**config.mk**
```make
export PLATFORM = sky130hd
export DESIGN_NAME = sysclk_pacer
export DESIGN_NICKNAME = d
export VERILOG_FILES = /design/src/rtl/pacer_pkg.sv /design/src/rtl/pacer_ctrl_reg.sv /design/src/rtl/pacer_seq.sv /design/src/rtl/pacer_divider.sv /design/src/rtl/sysclk_pacer.sv
export SDC_FILE = /design/constraint.sdc
export NUM_CORES = 1
export LEC_CHECK = 0
export BUFFER_PORTS_ARGS = -buffer_cell sky130_fd_sc_hd__clkbuf_2
export CELL_PAD_IN_SITES_DETAIL_PLACEMENT = 2
export CELL_PAD_IN_SITES_GLOBAL_PLACEMENT = 2
export CORE_AREA = 2 2 81 83
export CTS_CLUSTER_SIZE = 20
export DETAILED_ROUTE_END_ITERATION = 8
export DIE_AREA = 0 0 83 85
export PLACE_DENSITY = 0.88
export SYNTH_ARGS = -nofsm -noshare
export SYNTH_HDL_FRONTEND = slang
export SYNTH_SLANG_ARGS = --single-unit
```
**constraint.sdc**
```tcl
create_clock -name clk -period 2.5 [get_ports clk]
set_input_delay 0 -clock clk [delete_from_list [all_inputs] [get_ports clk]]
set_output_delay 0 -clock clk [all_outputs]
set_load 0.005 [all_outputs]
```
**src/rtl/pacer_pkg.sv**
```systemverilog
package pacer_pkg;

    localparam int CTRL_W    = 6;
    localparam int RDATA_W   = CTRL_W + 1;
    localparam int CODE_W    = 3;
    localparam int DIV_CNT_W = 8;

    typedef enum logic [2:0] {
        SRC_POR  = 3'd0,
        SRC_RING = 3'd1,
        SRC_XTAL = 3'd2,
        SRC_STOP = 3'd3,
        SRC_WAKE = 3'd4
    } src_state_e;

    // Field order matches the write/read bit layout [5:0].
    typedef struct packed {
        logic       ring_hold;
        logic       stop;
        logic       sb_en;
        logic       pwr_save;
        logic [1:0] div_sel;
    } ctrl_t;

    // Last count value of one divided period for a divide code.
    function automatic logic [DIV_CNT_W-1:0] period_last(input logic [CODE_W-1:0] code);
        logic [DIV_CNT_W-1:0] last;
        case (code)
            3'b000:  last = DIV_CNT_W'(0);
            3'b001:  last = DIV_CNT_W'(1);
            3'b010:  last = DIV_CNT_W'(3);
            3'b011:  last = DIV_CNT_W'(7);
            default: last = DIV_CNT_W'(255);
        endcase
        return last;
    endfunction

endpackage

```
**src/rtl/pacer_ctrl_reg.sv**
```systemverilog
module pacer_ctrl_reg
    import pacer_pkg::*;
(
    input  logic              clk,
    input  logic              rst,
    input  logic              we,
    input  logic [CTRL_W-1:0] wdata,
    input  logic              sb_event,
    input  logic              wake_event,
    output ctrl_t             ctrl
);

    ctrl_t ctrl_q;
    ctrl_t ctrl_d;
    ctrl_t wr;
    logic  sb_hit;

    assign wr     = ctrl_t'(wdata);
    assign sb_hit = sb_event && ctrl_q.sb_en && ctrl_q.pwr_save;

    always_comb begin
        ctrl_d = ctrl_q;
        if (we) begin
            // divide select is locked while power-save is on
            if (!ctrl_q.pwr_save) begin
                ctrl_d.div_sel = wr.div_sel;
            end
            ctrl_d.sb_en     = wr.sb_en;
            ctrl_d.ring_hold = wr.ring_hold;
            if (wr.stop) begin
                ctrl_d.stop = 1'b1;
            end
            if (wr.pwr_save) begin
                if (ctrl_d.div_sel == 2'b00) begin
                    ctrl_d.pwr_save = 1'b1;
                end
            end else begin
                ctrl_d.pwr_save = 1'b0;
            end
        end
        if (sb_hit) begin
            ctrl_d.pwr_save = 1'b0;
        end
        // any exit from power-save lands on divide-by-1
        if (ctrl_q.pwr_save && !ctrl_d.pwr_save) begin
            ctrl_d.div_sel = 2'b00;
        end
        if (wake_event && ctrl_q.stop) begin
            ctrl_d.stop = 1'b0;
        end
    end

    always_ff @(posedge clk) begin
        if (rst) begin
            ctrl_q <= '0;
        end else begin
            ctrl_q <= ctrl_d;
        end
    end

    assign ctrl = ctrl_q;

endmodule

```
**src/rtl/pacer_seq.sv**
```systemverilog
module pacer_seq
    import pacer_pkg::*;
#(
    parameter int RING_HOLD = 10,
    parameter int XTAL_WAIT = 8192
) (
    input  logic       clk,
    input  logic       rst,
    input  logic       ring_tick,
    input  logic       xtal_tick,
    input  logic       stop_flag,
    input  logic       wake_event,
    input  logic       ring_hold,
    output src_state_e state
);

    localparam int CNT_MAX = (RING_HOLD > XTAL_WAIT) ? RING_HOLD : XTAL_WAIT;
    localparam int CNT_W   = $clog2(CNT_MAX + 1);
    localparam logic [CNT_W-1:0] RING_LAST = CNT_W'(RING_HOLD - 1);
    localparam logic [CNT_W-1:0] XTAL_DONE = CNT_W'(XTAL_WAIT);

    src_state_e       st_q;
    logic [CNT_W-1:0] cnt_q;

    always_ff @(posedge clk) begin
        if (rst) begin
            st_q  <= SRC_POR;
            cnt_q <= '0;
        end else begin
            case (st_q)
                SRC_POR: begin
                    if (ring_tick) begin
                        if (cnt_q == RING_LAST) begin
                            st_q  <= stop_flag ? SRC_STOP : SRC_RING;
                            cnt_q <= '0;
                        end else begin
                            cnt_q <= cnt_q + 1'b1;
                        end
                    end
                end
                SRC_RING: begin
                    if (stop_flag) begin
                        st_q  <= SRC_STOP;
                        cnt_q <= '0;
                    end else if (cnt_q == XTAL_DONE && !ring_hold) begin
                        st_q  <= SRC_XTAL;
                        cnt_q <= '0;
                    end else if (xtal_tick && cnt_q != XTAL_DONE) begin
                        cnt_q <= cnt_q + 1'b1;
                    end
                end
                SRC_XTAL: begin
                    if (stop_flag) begin
                        st_q <= SRC_STOP;
                    end
                end
                SRC_STOP: begin
                    if (wake_event) begin
                        st_q  <= SRC_WAKE;
                        cnt_q <= '0;
                    end
                end
                SRC_WAKE: begin
                    if (ring_tick) begin
                        if (cnt_q == RING_LAST) begin
                            cnt_q <= '0;
                            if (stop_flag) begin
                                st_q <= SRC_STOP;
                            end else if (ring_hold) begin
                                st_q <= SRC_RING;
                            end else begin
                                st_q <= SRC_XTAL;
                            end
                        end else begin
                            cnt_q <= cnt_q + 1'b1;
                        end
                    end
                end
                default: begin
                    st_q  <= SRC_POR;
                    cnt_q <= '0;
                end
            endcase
        end
    end

    assign state = st_q;

endmodule

```
**src/rtl/pacer_divider.sv**
```systemverilog
module pacer_divider
    import pacer_pkg::*;
(
    input  logic              clk,
    input  logic              rst,
    input  logic              run,
    input  logic              xtal_tick,
    input  logic [CODE_W-1:0] target_code,
    output logic              pulse,
    output logic [CODE_W-1:0] active_code
);

    logic [DIV_CNT_W-1:0] cnt_q;
    logic [CODE_W-1:0]    code_q;
    logic                 at_end;

    assign at_end = (cnt_q == period_last(code_q));
    assign pulse  = run && xtal_tick && at_end;

    always_ff @(posedge clk) begin
        if (rst) begin
            cnt_q  <= '0;
            code_q <= '0;
        end else if (!run) begin
            cnt_q  <= '0;
            code_q <= target_code;
        end else if (xtal_tick) begin
            if (at_end) begin
                cnt_q  <= '0;
                code_q <= target_code;
            end else begin
                cnt_q <= cnt_q + 1'b1;
            end
        end
    end

    assign active_code = code_q;

endmodule

```
**src/rtl/sysclk_pacer.sv**
```systemverilog
module sysclk_pacer
    import pacer_pkg::*;
#(
    parameter int RING_HOLD = 10,
    parameter int XTAL_WAIT = 8192
) (
    input  logic               clk,
    input  logic               rst,
    input  logic               ring_tick,
    input  logic               xtal_tick,
    input  logic               cfg_we,
    input  logic [CTRL_W-1:0]  cfg_wdata,
    input  logic               sb_event,
    input  logic               wake_event,
    output logic               clk_en,
    output logic [RDATA_W-1:0] cfg_rdata,
    output logic               sys_ready,
    output logic               ring_active,
    output logic [CODE_W-1:0]  active_code
);

    ctrl_t             ctrl;
    src_state_e        seq_state;
    logic              div_pulse;
    logic              xtal_run;
    logic [CODE_W-1:0] target_code;

    pacer_ctrl_reg u_ctrl (
        .clk        (clk),
        .rst        (rst),
        .we         (cfg_we),
        .wdata      (cfg_wdata),
        .sb_event   (sb_event),
        .wake_event (wake_event),
        .ctrl       (ctrl)
    );

    pacer_seq #(
        .RING_HOLD (RING_HOLD),
        .XTAL_WAIT (XTAL_WAIT)
    ) u_seq (
        .clk        (clk),
        .rst        (rst),
        .ring_tick  (ring_tick),
        .xtal_tick  (xtal_tick),
        .stop_flag  (ctrl.stop),
        .wake_event (wake_event),
        .ring_hold  (ctrl.ring_hold),
        .state      (seq_state)
    );

    assign target_code = {ctrl.pwr_save, ctrl.div_sel};
    assign xtal_run    = (seq_state == SRC_XTAL);

    pacer_divider u_div (
        .clk         (clk),
        .rst         (rst),
        .run         (xtal_run),
        .xtal_tick   (xtal_tick),
        .target_code (target_code),
        .pulse       (div_pulse),
        .active_code (active_code)
    );

    assign ring_active = (seq_state == SRC_POR) || (seq_state == SRC_RING) ||
                         (seq_state == SRC_WAKE);
    assign sys_ready   = (seq_state != SRC_POR);
    assign clk_en      = ((seq_state == SRC_RING) && ring_tick) || div_pulse;
    assign cfg_rdata   = {ring_active, ctrl};

endmodule

```
==> results of run 1 <==
## cells in the mapped netlist (2+ instances only)
cell      count  area [um2]
mux2i_1      10         100
o211ai_1      6        45.0
nor3_1        6        30.0
clkbuf_1     10        37.5
and4_1        3        26.3
nand3_1       8        40.0
nor2_1       31         116
ha_1          4        50.1
xnor2_1       4        35.0
dfxtp_1      34         681
nor4_1        4        25.0
a32o_1        9        90.1
and3_1        3        18.8
o21ai_0       5        25.0
buf_2         2        10.0
nor2b_1      10        62.6
a21oi_1       8        40.0
a31oi_1       2        12.5
or3_1         2        12.5
nor3b_1       2        15.0
inv_1         4        15.0
nand2_1      21        78.8
xor2_1        4        35.0
buf_4         3        22.5
and3b_1       2        17.5
nand2b_1      3        18.8
nand4_1      13        81.3
o21ai_1       4        20.0
a211o_1       5        43.8
## flip-flops by register name, indices dropped and copies added (netlist names)
signal,count
u_ctrl.ctrl,6
u_div.active_code,3
u_div.cnt_q,8
u_seq.cnt_q,14
u_seq.state,3
## final timing paths
check	startpoint	to	slack (ps)
min reg2reg	u_ctrl.ctrl[2]$_SDFF_PP0_	u_div.active_code[2]$_SDFFE_PP0P_	530
min	wake_event	u_ctrl.ctrl[4]$_SDFFE_PP0P_	30
max	u_seq.cnt_q[0]$_SDFFE_PP0P_	u_seq.state[2]$_SDFFE_PP0P_	-170
max reg2reg	u_seq.cnt_q[0]$_SDFFE_PP0P_	u_seq.state[2]$_SDFFE_PP0P_	-170
## logic make-up after synthesis
| logic type | synth area share |
|---|---|
| compound gates | 0.188 |
| buf+inv | 0.0459 |
| fa+ha+maj | 0.0248 |
| simple gates | 0.308 |
| flops | 0.337 |
| mux | 0.0608 |
| xor+xnor | 0.0347 |
## critical path: stages, from the launching register on
cell	delay [ps]
dfxtp_1	380
inv_1	120
ha_1	170
nor4bb_1	480
nand4_1	260
a22oi_1	480
and3_1	310
mux2_1	350
## per-layer routing
metal,share of wire,GRT usage,up-vias
met2,0.52,0.378,51
li1,-,-,968
met5,0,0,-
met1,0.44,0.251,1060
met3,0.025,0.0292,11
met4,0.018,0.0954,0
## metrics by stage
step	util	TNS (ps)	instances	power [mW]	worst slack (ps)
detailed placement	0.361	0	340	0.677	298
global placement	0.361	0	340	0.671	372
finish	0.398	-913	357	1.32	-167
global route	0.398	-678	357	1.36	-129
floorplan	-	0	244	0.632	469
CTS	0.392	0	353	1.32	84.5
## power by group through the flow
stage                     registers, mW  clock network [mW]  logic, mW
after floorplan                   0.577                   0     0.0553
after global placement            0.580                   0     0.0910
after detailed placement          0.581                   0     0.0958
after CTS                         0.570               0.640      0.106
after global routing              0.571               0.667      0.121
final                             0.569               0.640      0.111
## final cells by class
class | count | area (um2) | share of cell area
Clock buffer | 5 | 68.8 | 0.0278
Clock inverter | 3 | 68.8 | 0.0278
Inverter | 5 | 18.8 | 0.00759
Multi-Input combinational cell | 189 | 1250 | 0.507
Sequential cell | 34 | 686 | 0.277
Tap cell | 77 | 96.3 | 0.0390
Timing Repair Buffer | 44 | 280 | 0.113
## repair_timing
item / CTS / global route
endpoints found under the setup margin: 1 / 1
pin swaps: 1 / 2
endpoints found under the hold margin: 5 / 0
buffers inserted: 0 / 4
hold buffers: 5 / 0
gates resized for setup: 2 / 4
==> impl_metrics.toml, run 1 <==
[logic_synthesis]
syn_area_um2 = 2020
synth_cell_type_count = 51
ys_ff_latch = 34
synth_edf_count = 0
syn_area_per_cell_um2 = 8.27
synth-main-ff-cell = "dfxtp_1"
syn-instance-count = 244
yosysWarningCount = 0
synth_nets = 261
synth-async-reset-ratio = 0
ys_seq_area_frac = 0.337

[final_layout]
layout-drive-gt1-share = 0.207
syn_to_final_growth_pct = 22.4
final_common_cell = "dfxtp_1"
final_net_count = 296
fin_area_um2 = 2470
fillers = 691
most-common-layout-cells = "32 x dfxtp_1, 31 x nor2_1, 24 x clkbuf_2"
diodes = 0

[route]
totalWireLength_um = 7890
drtIter0Drc = 105
vias_per_cell = 5.85
drc_errors = 0
dr.pass1.iters = 4
wl_per_cell_um = 22.1
antenna_left = 0
via_count = 2090

[power_and_ir_drop]
p_leak_nw = 0.909
p_per_area_nw_per_um2 = 535
p_switching_mw = 0.322
comb_power_share = 0.084
internal-power_mw = 0.999
clockPowerShare = 0.485
ir_worst_vdd_v = 0.000351
switching_share = 0.244
pwr-share-seq = 0.431

[floorplan]
core_area_um2 = 6200
die_x_um = 83
io_pins = 26
initial_core_util = 0.325
die_y_um = 85
die_area_um2 = 7060
row_count = 29

[placed_design]
placed_area_um2 = 2240
place.gp.congestion = 0.757
io_buffer_count = 25
dp_hpwl_um = 4690

[status]
violations = "setup timing"
status = "finished with violations"

[timing]
relSlewSlack = 0.520
fin_crit_ps = 2670
maxSlewViolCount = 0
tightestPinTransition_ps = 716
setup_ws_ps = -167
rsz0062_at_grt = "yes"
fin_crit_sh = 1.07
hold_viol_final = 0
finalSetupViolCount = 10
hold_slack_ps = 33.9
finClkSkew_ps = 10.1
max_freq_mhz = 375

[critical_path]
crit_arrival_ps = 2860
ff2ff_path_depth = 7
cp_max_fo = 6
start_kind = "flip-flop"
path_class = "flip-flop to flip-flop"
worstSetupEndpointType = "flip-flop"
crit_required_ps = 2690

[clocking]
clock-sinks = 34
clockBufferDepth = 2
insertion_delay_ps = 300
cts-root-buf = "clkbuf_8"
clk_pin_slew_ps = 80
numCtsBuffers = 5
cts_tree = "done"
htreeDepth = 2

[global_route]
antenna_found_initial = 0
grt_pass1_vias = 2286
overflow = 0
gr-usage-all-layers = 0.211
grt_pass1_wl_um = 11900
grt_max_degree = 25

[hold_path]
min_path_cells = 4
hp-class = "input pin to flip-flop"

[run]
maxCapViolCount = 0
No activity file was read; power rests on OpenSTA's default activity.
==> run 2, diff against run 1 <==
SKIP_CTS_REPAIR_TIMING = 1   (was not set)
==> impl_metrics.toml, run 2 (synthesis gave the netlist of run 1 again) <==
[timing]
fin_crit_sh = 0.980
maxSlewViolCount = 0
finalSetupViolCount = 0
hold_viol_final = 1
tightestPinTransition_ps = 727
relSlewSlack = 0.513
fin_crit_ps = 2450
hold_slack_ps = -40.4
finClkSkew_ps = 15.1
final.setup.tns_ps = 0
max_freq_mhz = 408

[global_route]
grt_pass1_vias = 2251
grt_pass1_wl_um = 11700
overflow = 0
gr-usage-all-layers = 0.208
antenna_found_initial = 0
grt_max_degree = 25

[route]
wl_per_cell_um = 21.6
dr.pass1.iters = 4
antenna_left = 0
top_layer = "met4"
drc_errors = 0
wl_met1_um = 3330
wl_met3_um = 261
totalWireLength_um = 7640
vias_per_cell = 5.92
via_count = 2089
drtIter0Drc = 90
wl_met2_um = 3900

[floorplan]
io_pins = 26
die_x_um = 83
core_area_um2 = 6200
die_area_um2 = 7060
row_count = 29
initial_core_util = 0.325
die_y_um = 85

[clocking]
htreeDepth = 2
numCtsBuffers = 5
clock-sinks = 34
cts-root-buf = "clkbuf_8"
cts_tree = "done"
insertion_delay_ps = 310
clockBufferDepth = 2
clk_pin_slew_ps = 90

[critical_path]
worstSetupEndpointType = "flip-flop"
regToRegSetupSlack_ps = 50
ff2ff_path_depth = 7
crit_path_start = "u_seq.cnt_q[0]$_SDFFE_PP0P_"
crit_required_ps = 2700
start_kind = "flip-flop"
path_class = "flip-flop to flip-flop"
cp_max_fo = 6
rr_startpoint = "u_seq.cnt_q[0]$_SDFFE_PP0P_"
crit_arrival_ps = 2650
cp-endpoint = "u_seq.state[2]$_SDFFE_PP0P_"
r2r_end = "u_seq.state[2]$_SDFFE_PP0P_"

[status]
status = "finished with violations"
violations = "hold timing"

[hold_path]
hp-class = "input pin to flip-flop"

[final_layout]
regMostFlops = "u_seq.cnt_q"
largest_reg_flops = 14
final_common_cell = "dfxtp_1"
fillers = 703
layout-drive-gt1-share = 0.199
post-route-util = 0.392
syn_to_final_growth_pct = 20.4
final_net_count = 292
diodes = 0
most-common-layout-cells = "32 x dfxtp_1, 31 x nor2_1, 25 x clkbuf_2"

[power_and_ir_drop]
p_switching_mw = 0.326
comb_power_share = 0.080
internal-power_mw = 0.998
ir_worst_vdd_v = 0.000350
clockPowerShare = 0.490
switching_share = 0.247
p_leak_nw = 0.886
p_per_area_nw_per_um2 = 545
pwr-share-seq = 0.431

[placed_design]
place.gp.congestion = 0.757
io_buffer_count = 25
dp_hpwl_um = 4690

[run]
maxCapViolCount = 0
-- run 2: power groups by stage --
stage          clock (mW)  sequential (mW)  combinational, mW
2_1_floorplan           0            0.577             0.0553
3_3_place_gp            0            0.580             0.0910
3_5_place_dp            0            0.581             0.0958
4_1_cts             0.640            0.569             0.0999
5_1_grt             0.673            0.572              0.116
6_report            0.648            0.570              0.105
-- run 2: worst min-delay path by stage --
stage / slack (ps) / to / cells after the start / startpoint
after detailed placement: 260 / u_ctrl.ctrl[3]$_SDFFE_PP0P_ / 3 / cfg_wdata[3]
after global routing: 2 / u_ctrl.ctrl[0]$_SDFFE_PP0P_ / 3 / cfg_wdata[0]
after floorplan: 120 / clk_en / 2 / ring_tick
after global placement: 240 / u_ctrl.ctrl[3]$_SDFFE_PP0P_ / 3 / cfg_wdata[3]
after CTS: -60 / u_ctrl.ctrl[3]$_SDFFE_PP0P_ / 3 / cfg_wdata[3]
final: -40 / u_ctrl.ctrl[0]$_SDFFE_PP0P_ / 3 / cfg_wdata[0]
-- run 2: through the flow --
stage / setup slack [ps] / cell area (um2) / total power [mW] / instances / hold slack, ps
4_1_cts: -79.3 / 2380 / 1.31 / 348 / -55.8
2_1_floorplan: 469 / 2020 / 0.632 / 244 / 124
3_3_place_gp: 372 / 2240 / 0.671 / 340 / 238
6_report: 50.5 / 2430 / 1.32 / 353 / -40.4
3_5_place_dp: 298 / 2240 / 0.677 / 340 / 263
5_1_grt: -15.4 / 2430 / 1.36 / 353 / 2.46
-- run 2: critical path, stage by stage (launching register included) --
cell      delay [ps]
dfxtp_1          380
inv_1            130
ha_1             200
nor4bb_1         360
nand4_1          200
a22oi_1          430
and3_1           300
mux2_1           350
-- run 2: area by class of cell --
type,instances,area (um2),area share
Clock inverter,3,68.8,0.0283
Multi-Input combinational cell,189,1250,0.514
Tap cell,77,96.3,0.0396
Inverter,5,18.8,0.00772
Timing Repair Buffer,40,245,0.101
Clock buffer,5,68.8,0.0283
Sequential cell,34,683,0.281
-- run 2: metal layers --
layer  global-route usage  up-vias
met4               0.0909        0
met1                0.248     1060
met2                0.372       54
met5                    0        -
met3               0.0292       12
li1                     -      963
